**src/rtl/tagstore_pkg.sv**
```systemverilog
package tagstore_pkg;
  typedef enum logic [1:0] {
    OP_LOOKUP   = 2'd0,
    OP_INSERT   = 2'd1,
    OP_INVAL    = 2'd2,
    OP_SETDIRTY = 2'd3
  } ts_op_e;
endpackage

```
**src/rtl/ts_addr_split.sv**
```systemverilog
module ts_addr_split #(
  parameter int ADDR_W = 32,
  parameter int OFF_W  = 3,
  parameter int SETS   = 16,
  parameter int IDX_W  = 4,
  parameter int TAG_W  = 25
) (
  input  logic [ADDR_W-1:0] addr,
  input  logic [TAG_W-1:0]  blk_tag,
  input  logic [IDX_W-1:0]  blk_idx,
  output logic [TAG_W-1:0]  tag,
  output logic [IDX_W-1:0]  idx,
  output logic [ADDR_W-1:0] blk_addr
);
  assign tag = addr[ADDR_W-1 -: TAG_W];

  generate
    if (SETS > 1) begin : g_indexed
      assign idx = addr[OFF_W +: IDX_W];
      always_comb begin
        blk_addr = '0;
        blk_addr[ADDR_W-1 -: TAG_W] = blk_tag;
        blk_addr[OFF_W +: IDX_W]    = blk_idx;
      end
    end else begin : g_single_set
      assign idx = '0;
      always_comb begin
        blk_addr = '0;
        blk_addr[ADDR_W-1 -: TAG_W] = blk_tag;
      end
    end
  endgenerate
endmodule

```
**src/rtl/ts_way_pick.sv**
```systemverilog
module ts_way_pick #(
  parameter int WAYS  = 4,
  parameter int TAG_W = 25,
  parameter int WAY_W = 2
) (
  input  logic [WAYS-1:0]            row_valid,
  input  logic [WAYS-1:0][TAG_W-1:0] row_tag,
  input  logic [TAG_W-1:0]           look_tag,
  output logic                       match_any,
  output logic [WAY_W-1:0]           match_way,
  output logic                       free_any,
  output logic [WAY_W-1:0]           free_way
);
  logic [WAYS-1:0] match_vec;

  generate
    for (genvar w = 0; w < WAYS; w++) begin : g_cmp
      assign match_vec[w] = row_valid[w] && (row_tag[w] == look_tag);
    end
  endgenerate

  always_comb begin
    match_way = '0;
    free_way  = '0;
    for (int w = WAYS - 1; w >= 0; w--) begin
      if (match_vec[w])  match_way = WAY_W'(w);
      if (!row_valid[w]) free_way  = WAY_W'(w);
    end
  end

  assign match_any = |match_vec;
  assign free_any  = ~&row_valid;
endmodule

```
**src/rtl/ts_rr_bank.sv**
```systemverilog
module ts_rr_bank #(
  parameter int SETS  = 16,
  parameter int WAYS  = 4,
  parameter int IDX_W = 4,
  parameter int WAY_W = 2
) (
  input  logic             clk,
  input  logic             rst_n,
  input  logic [IDX_W-1:0] sel_idx,
  input  logic             advance,
  output logic [WAY_W-1:0] cur_way
);
  localparam logic [WAY_W-1:0] LAST_WAY = WAY_W'(WAYS - 1);

  logic [SETS-1:0][WAY_W-1:0] ptr_q;
  logic [WAY_W-1:0]           ptr_step;

  assign cur_way  = ptr_q[sel_idx];

  always_comb begin
    if (cur_way == LAST_WAY) ptr_step = '0;
    else                     ptr_step = cur_way + WAY_W'(1);
  end

  always_ff @(posedge clk or negedge rst_n) begin
    if (!rst_n) begin
      ptr_q <= '0;
    end else if (advance) begin
      ptr_q[sel_idx] <= ptr_step;
    end
  end

  AST_RR_STEPS_ON_EVICT: assert property (@(posedge clk) disable iff (!rst_n)
    advance |=> (ptr_q[$past(sel_idx)] ==
                 (($past(cur_way) == LAST_WAY) ? '0 : $past(cur_way) + WAY_W'(1))));

  AST_RR_HOLDS_OTHERWISE: assert property (@(posedge clk) disable iff (!rst_n)
    !advance |=> $stable(ptr_q));
endmodule

```
**src/rtl/rr_tag_array.sv**
```systemverilog
module rr_tag_array
  import tagstore_pkg::*;
#(
  parameter int ADDR_W      = 32,
  parameter int BLOCK_BYTES = 8,
  parameter int WAYS        = 4,
  parameter int SETS        = 16,
  localparam int OFF_W      = $clog2(BLOCK_BYTES),
  localparam int IDX_BITS   = $clog2(SETS),
  localparam int IDX_W      = (SETS > 1) ? IDX_BITS : 1,
  localparam int WAY_W      = (WAYS > 1) ? $clog2(WAYS) : 1,
  localparam int TAG_W      = ADDR_W - OFF_W - IDX_BITS
) (
  input  logic              clk,
  input  logic              rst_n,
  input  logic              req_valid,
  input  logic [1:0]        req_op,
  input  logic [ADDR_W-1:0] req_addr,
  input  logic              req_dirty,
  input  logic [WAY_W-1:0]  req_way,
  output logic              hit,
  output logic [WAY_W-1:0]  hit_way,
  output logic [WAY_W-1:0]  fill_way,
  output logic              victim_valid,
  output logic [ADDR_W-1:0] victim_addr,
  output logic              victim_dirty
);
  // reset: asserted asynchronously, released on the clock
  logic [1:0] rst_sync_q;
  logic       rst_n_i;

  always_ff @(posedge clk or negedge rst_n) begin
    if (!rst_n) rst_sync_q <= '0;
    else        rst_sync_q <= {rst_sync_q[0], 1'b1};
  end
  assign rst_n_i = rst_sync_q[1];

  // line state
  logic [SETS-1:0][WAYS-1:0] valid_q, dirty_q;
  logic [TAG_W-1:0]          tag_q [SETS][WAYS];

  ts_op_e                    op;
  logic [TAG_W-1:0]          req_tag;
  logic [IDX_W-1:0]          idx;
  logic [WAYS-1:0]           row_valid, row_dirty;
  logic [WAYS-1:0][TAG_W-1:0] row_tag;
  logic                      match_any, free_any;
  logic [WAY_W-1:0]          match_way, free_way, rr_way;
  logic                      do_insert, do_inval, do_mark, row_we, evict;
  logic [WAYS-1:0]           row_valid_d, row_dirty_d, tag_we;

  assign op = ts_op_e'(req_op);

  ts_addr_split #(
    .ADDR_W(ADDR_W), .OFF_W(OFF_W), .SETS(SETS), .IDX_W(IDX_W), .TAG_W(TAG_W)
  ) u_split (
    .addr    (req_addr),
    .blk_tag (row_tag[fill_way]),
    .blk_idx (idx),
    .tag     (req_tag),
    .idx     (idx),
    .blk_addr(victim_addr)
  );

  always_comb begin
    row_valid = valid_q[idx];
    row_dirty = dirty_q[idx];
    for (int w = 0; w < WAYS; w++) row_tag[w] = tag_q[idx][w];
  end

  ts_way_pick #(.WAYS(WAYS), .TAG_W(TAG_W), .WAY_W(WAY_W)) u_pick (
    .row_valid(row_valid),
    .row_tag  (row_tag),
    .look_tag (req_tag),
    .match_any(match_any),
    .match_way(match_way),
    .free_any (free_any),
    .free_way (free_way)
  );

  assign do_insert = req_valid && (op == OP_INSERT);
  assign do_inval  = req_valid && (op == OP_INVAL);
  assign do_mark   = req_valid && (op == OP_SETDIRTY);
  assign row_we    = do_insert || do_inval || do_mark;
  assign evict     = do_insert && !free_any;

  ts_rr_bank #(.SETS(SETS), .WAYS(WAYS), .IDX_W(IDX_W), .WAY_W(WAY_W)) u_rr (
    .clk    (clk),
    .rst_n  (rst_n_i),
    .sel_idx(idx),
    .advance(evict),
    .cur_way(rr_way)
  );

  // responses
  assign hit          = req_valid && match_any;
  assign hit_way      = match_way;
  assign fill_way     = free_any ? free_way : rr_way;
  assign victim_valid = evict;
  assign victim_dirty = evict && row_dirty[fill_way];

  // next state of the addressed row
  always_comb begin
    row_valid_d = row_valid;
    row_dirty_d = row_dirty;
    tag_we      = '0;
    if (do_insert) begin
      row_valid_d[fill_way] = 1'b1;
      row_dirty_d[fill_way] = req_dirty;
      tag_we[fill_way]      = 1'b1;
    end else if (do_inval) begin
      row_valid_d[req_way] = 1'b0;
      row_dirty_d[req_way] = 1'b0;
    end else if (do_mark && row_valid[req_way]) begin
      row_dirty_d[req_way] = 1'b1;
    end
  end

  always_ff @(posedge clk or negedge rst_n_i) begin
    if (!rst_n_i) begin
      valid_q <= '0;
      dirty_q <= '0;
    end else if (row_we) begin
      valid_q[idx] <= row_valid_d;
      dirty_q[idx] <= row_dirty_d;
    end
  end

  always_ff @(posedge clk) begin
    if (do_insert) begin
      for (int w = 0; w < WAYS; w++) begin
        if (tag_we[w]) tag_q[idx][w] <= req_tag;
      end
    end
  end

  AST_INSERT_LANDS: assert property (@(posedge clk) disable iff (!rst_n_i)
    do_insert |=> (valid_q[$past(idx)][$past(fill_way)] &&
                   tag_q[$past(idx)][$past(fill_way)] == $past(req_tag)));

  AST_INSERT_DIRTY_KEPT: assert property (@(posedge clk) disable iff (!rst_n_i)
    do_insert |=> (dirty_q[$past(idx)][$past(fill_way)] == $past(req_dirty)));

  AST_VICTIM_ONLY_WHEN_FULL: assert property (@(posedge clk) disable iff (!rst_n_i)
    victim_valid |-> (&valid_q[idx]));

  AST_INVAL_CLEARS: assert property (@(posedge clk) disable iff (!rst_n_i)
    do_inval |=> (!valid_q[$past(idx)][$past(req_way)] &&
                  !dirty_q[$past(idx)][$past(req_way)]));

  AST_DIRTY_NEEDS_VALID: assert property (@(posedge clk) disable iff (!rst_n_i)
    ((dirty_q[idx] & ~valid_q[idx]) == '0));

  AST_IDLE_NO_CHANGE: assert property (@(posedge clk) disable iff (!rst_n_i)
    !req_valid |=> ($stable(valid_q) && $stable(dirty_q)));
endmodule

```
**config.mk**
```make
export PLATFORM = sky130hd
export DESIGN_NAME = rr_tag_array
export DESIGN_NICKNAME = d
export VERILOG_FILES = /design/src/rtl/tagstore_pkg.sv /design/src/rtl/ts_addr_split.sv /design/src/rtl/ts_way_pick.sv /design/src/rtl/ts_rr_bank.sv /design/src/rtl/rr_tag_array.sv
export SDC_FILE = /design/constraint.sdc
export NUM_CORES = 2
export LEC_CHECK = 0
export BUFFER_PORTS_ARGS = -buffer_cell sky130_fd_sc_hd__buf_2
export CAP_MARGIN = 10
export CORE_AREA = 2 2 433 435
export CTS_BUF_LIST = sky130_fd_sc_hd__clkbuf_16
export DETAILED_ROUTE_END_ITERATION = 12
export DIE_AREA = 0 0 435 437
export PLACE_DENSITY_LB_ADDON = 0.08
export SLEW_MARGIN = 20
export SYNTH_ARGS = -nofsm -noshare
export SYNTH_HDL_FRONTEND = slang
export SYNTH_SLANG_ARGS = --single-unit
```
**constraint.sdc**
```tcl
create_clock -name clk -period 7 [get_ports clk]
set_input_delay 0.7 -clock clk [delete_from_list [all_inputs] [get_ports clk]]
set_output_delay 0.7 -clock clk [all_outputs]
set_load 0.01 [all_outputs]
```
==> key figures <==
Drt
  • # DRC: 0
  • Met1 WL: 107 mm
  • Iter 0 DRT Violations: 5,197
  • Wirelength per Cell: 34.6 microns
  • TritonRoute pass-1 iters: 6
  • Post-DRT Antenna Nets: 0
  • Via count: 41,700
  • Final WL: 245 mm
  • Met2 WL: 113 mm
  • DR vias/cell: 5.87
  • Uppermost layer routed: met4
  • Met3 wire length: 15.5 mm

Floorplan
  • Die Y: 437 microns
  • Die area: 190,000 sq um
  • Initial Util: 39.9%
  • # IOs: 79
  • Die width: 435 microns
  • CORE AREA: 185,000 sq um
  • Row Count: 158

Flow run
  • Max Cap Viol: 0

Clock network
  • Clk_lat worst skew: 0.84 ns
  • CTS tree: built
  • H-tree levels: 4
  • Clk buf depth: 3
  • Post-cts sizing count: 0
  • CTS buffer count: 190
  • CTS sink cnt: 1,762
  • CTS clk-pin slew, worst paths: 0.06 ns
  • Root buf cell: clkbuf_16

Power
  • Leak Pwr: 28.6 nW
  • Total power: 23.3 mW
  • Worst VDD drop: 0.181 mV
  • Power density over the cells: 276 nW/um^2

Synthesis
  • Flops & latches, synth: 1,762
  • Mean Syn Cell Area: 17.5 sq um
  • Yosys top cell area share: 65.1%
  • Largest area contributor in the synthesized netlist: edfxtp_1
  • Largest cells by area after synthesis: edfxtp_1, mux4_2, dfrtp_1, mux2i_1, nand2_1
  • YS warnings: 0
  • Post-synth EDFFs: 1,600
  • Post-Syn Area: 73,800 sq um
  • Post-Syn Instances: 4,219
  • Post-synthesis sequential area ratio: 70.6%
  • Post-synthesis async set-or-reset flop share: 9.19%
  • Number of distinct library cells after synthesis: 80
  • Post-synth top flop: edfxtp_1

STA
  • RSZ-0062 raised after global routing: no
  • Rel. slew slack: 10.3%
  • Skew final: 0.0245 ns
  • Tcrit/Tclk final: 90.7%
  • F_max: 158 MHz
  • # setup viols final: 0
  • Hold Violations, Final: 0
  • TNS Setup: 0 ns
  • Worst Max-Slew Pin Slew: 1.34 ns
  • Fin. max-slew vios: 0
  • Worst setup margin: 0.653 ns
  • Hold slack: 0.156 ns
  • Crit path time final: 6.35 ns

Finish
  • Layout fillers: 16,200
  • Post-route cell area: 84,400 sq um
  • Area Growth Syn to Fin: 14.3%
  • Finished Layout Cells: 7,092
  • Layout Nets: 4,486
  • Final Core Density: 45.6%
  • Ratio of cells with drive above 1 in the final layout: 23.3%

Setup path
  • CP max-delay cell: a211oi_1
  • Critical Path, Cell by Cell: buf_8, mux4_1, mux4_2, nand2b_1, o211ai_1, buf_4, inv_2, nor2_1, a211oi_1, a31oi_1, buf_2
  • Crit end category: output port
  • WS Path Type: in -> out
  • Crit path largest cell delay: 1.10 ns
  • Required time of the critical path: 6.30 ns
  • CP arrival: 5.65 ns
  • Worst-path maximum fanout: 62
  • Startpoint types: input port

Min path
  • Hold WC Path Type: reg -> async

Placement
  • Placed instance area: 78,400 sq um
  • Place WS: 0.917 ns
  • Port Buf Inserts: 72
  • Gpl congestion: 0.889
  • Dpl hpwl: 153 mm
  • Placed insts: 6,733

Global routing
  • Grt total ovfl: 0
  • Vias in the first global route: 40,600
  • Gr usage total: 25.5%
  • Number of antenna violations at the first check in global routing: 9
  • First-pass GRT wire length: 338 mm
  • Pin count of the biggest net entering global routing: 80

Outcome
  • Status: completed
## placed cells by master, fill, tap and decap left out, types with 14 or more instances in the layout
cell / instances
mux4_2: 336
nand2_1: 333
a21oi_1: 98
buf_2: 50
nand3_1: 40
a221oi_1: 24
o211ai_1: 18
o22ai_1: 44
xor2_1: 38
clkbuf_16: 193
edfxtp_1: 1600
o21ai_0: 152
inv_1: 62
nor2_4: 55
nor2_1: 144
buf_12: 23
clkinv_2: 34
a211oi_1: 20
mux2i_1: 348
buf_4: 229
bufinv_16: 14
mux4_1: 17
a22oi_1: 88
mux2_2: 70
a31oi_1: 17
nor3_1: 21
xnor2_1: 81
dfrtp_1: 161
clkinv_1: 51
## sequential cells by signal, summed over array words and instances, names as in the netlist
register / count
rst_sync_q: 2
u_rr.ptr_q: 32
tag_q: 1600
dirty_q: 64
valid_q: 64
## Yosys cell counts, types with 6 or more instances
library cell and instances:
nand4_1 10, edfxtp_1 1600, clkbuf_1 81, buf_2 80, a31oi_1 17, and3_1 13
o211ai_1 18, xnor2_1 81, o21ai_0 152, xor2_1 38, a22oi_1 88, o221ai_1 11
buf_4 50, a221oi_1 24, a211oi_1 20, a21oi_1 98, and2_1 7, mux4_2 336
inv_1 22, a22o_1 8, dfrtp_1 162, a32oi_1 7, nand3_1 40, nor2b_1 9
nor3_1 21, a21o_1 6, nand2_1 333, nor4_1 7, buf_6 21, a2111oi_0 8
mux2_2 70, o31ai_1 7, mux2i_1 349, or3_1 7, a311oi_1 6, o22ai_1 44
nor2_1 211, nand2b_1 9, buf_1 37, mux4_1 17
## metal layers
metal	up-vias	track usage, %
met5	-	0
li1	17300	-
met2	1720	39.5
met3	377	3.30
met1	22200	36.8
met4	0	10.1
## critical path: cells and delay by family
kind / cells / cell delay, ns
buffers and inverters: 4 / 1.62
multiplexers: 2 / 1.41
AND/OR/NAND/NOR: 2 / 0.27
AO/OA/AOI/OAI: 3 / 1.57
## power breakdown
group / total (mW) / leakage, nW / switching [mW] / internal, mW
clock: 9.74 / 3.10 / 4.22 / 5.52
sequential: 11.6 / 16.6 / 0.0436 / 11.6
combinational: 1.96 / 8.95 / 1.33 / 0.629
total: 23.3 / 28.6 / 5.59 / 17.7
## final cells by class
| type | instances | area [sq um] | share of cell area [%] |
|---|---|---|---|
| flip-flops and latches | 1762 | 52100 | 61.7 |
| multi-input cells | 2155 | 20500 | 24.3 |
| repair buffers | 308 | 2510 | 2.97 |
| clock buffers | 193 | 4830 | 5.72 |
| inverters | 29 | 120 | 0.142 |
| diodes | 6 | 15.0 | 0.0178 |
| well taps | 2480 | 3100 | 3.68 |
| clock inverters | 159 | 1180 | 1.40 |
## kinds of logic after synthesis
family / count (synthesis) / synth area share [%]
AOI/OAI and AO/OA: 573 / 5.12
muxes: 774 / 16.7
buffers and inverters: 304 / 2.27
DFF: 1762 / 70.6
and+or+nand+nor: 685 / 3.90
xor gates and xnor gates: 119 / 1.41
other: 2 / 0.0102
## path summary, 6_finish.rpt
path / from / to / slack, ns / depth (start not counted)
setup / recovery: req_addr[3] / victim_addr[25] / 0.65 / 11
hold / removal: rst_sync_q[1] / valid_q[46] / 0.16 / 0
setup reg to reg: u_rr.ptr_q[27] / tag_q[14][73] / 2.22 / 13
hold reg to reg: rst_sync_q[1] / valid_q[46] / 0.16 / 0
max in group asynchronous: rst_sync_q[1] / dirty_q[20] / 5.70 / 1
min in group clk: req_addr[28] / tag_q[6][21] / 0.26 / 1
## repair_timing
action,CTS,global route
hold buffers,1,0
buffers inserted,0,0
hold endpoints to repair,2,0
No activity file was read; power rests on OpenSTA's default activity.
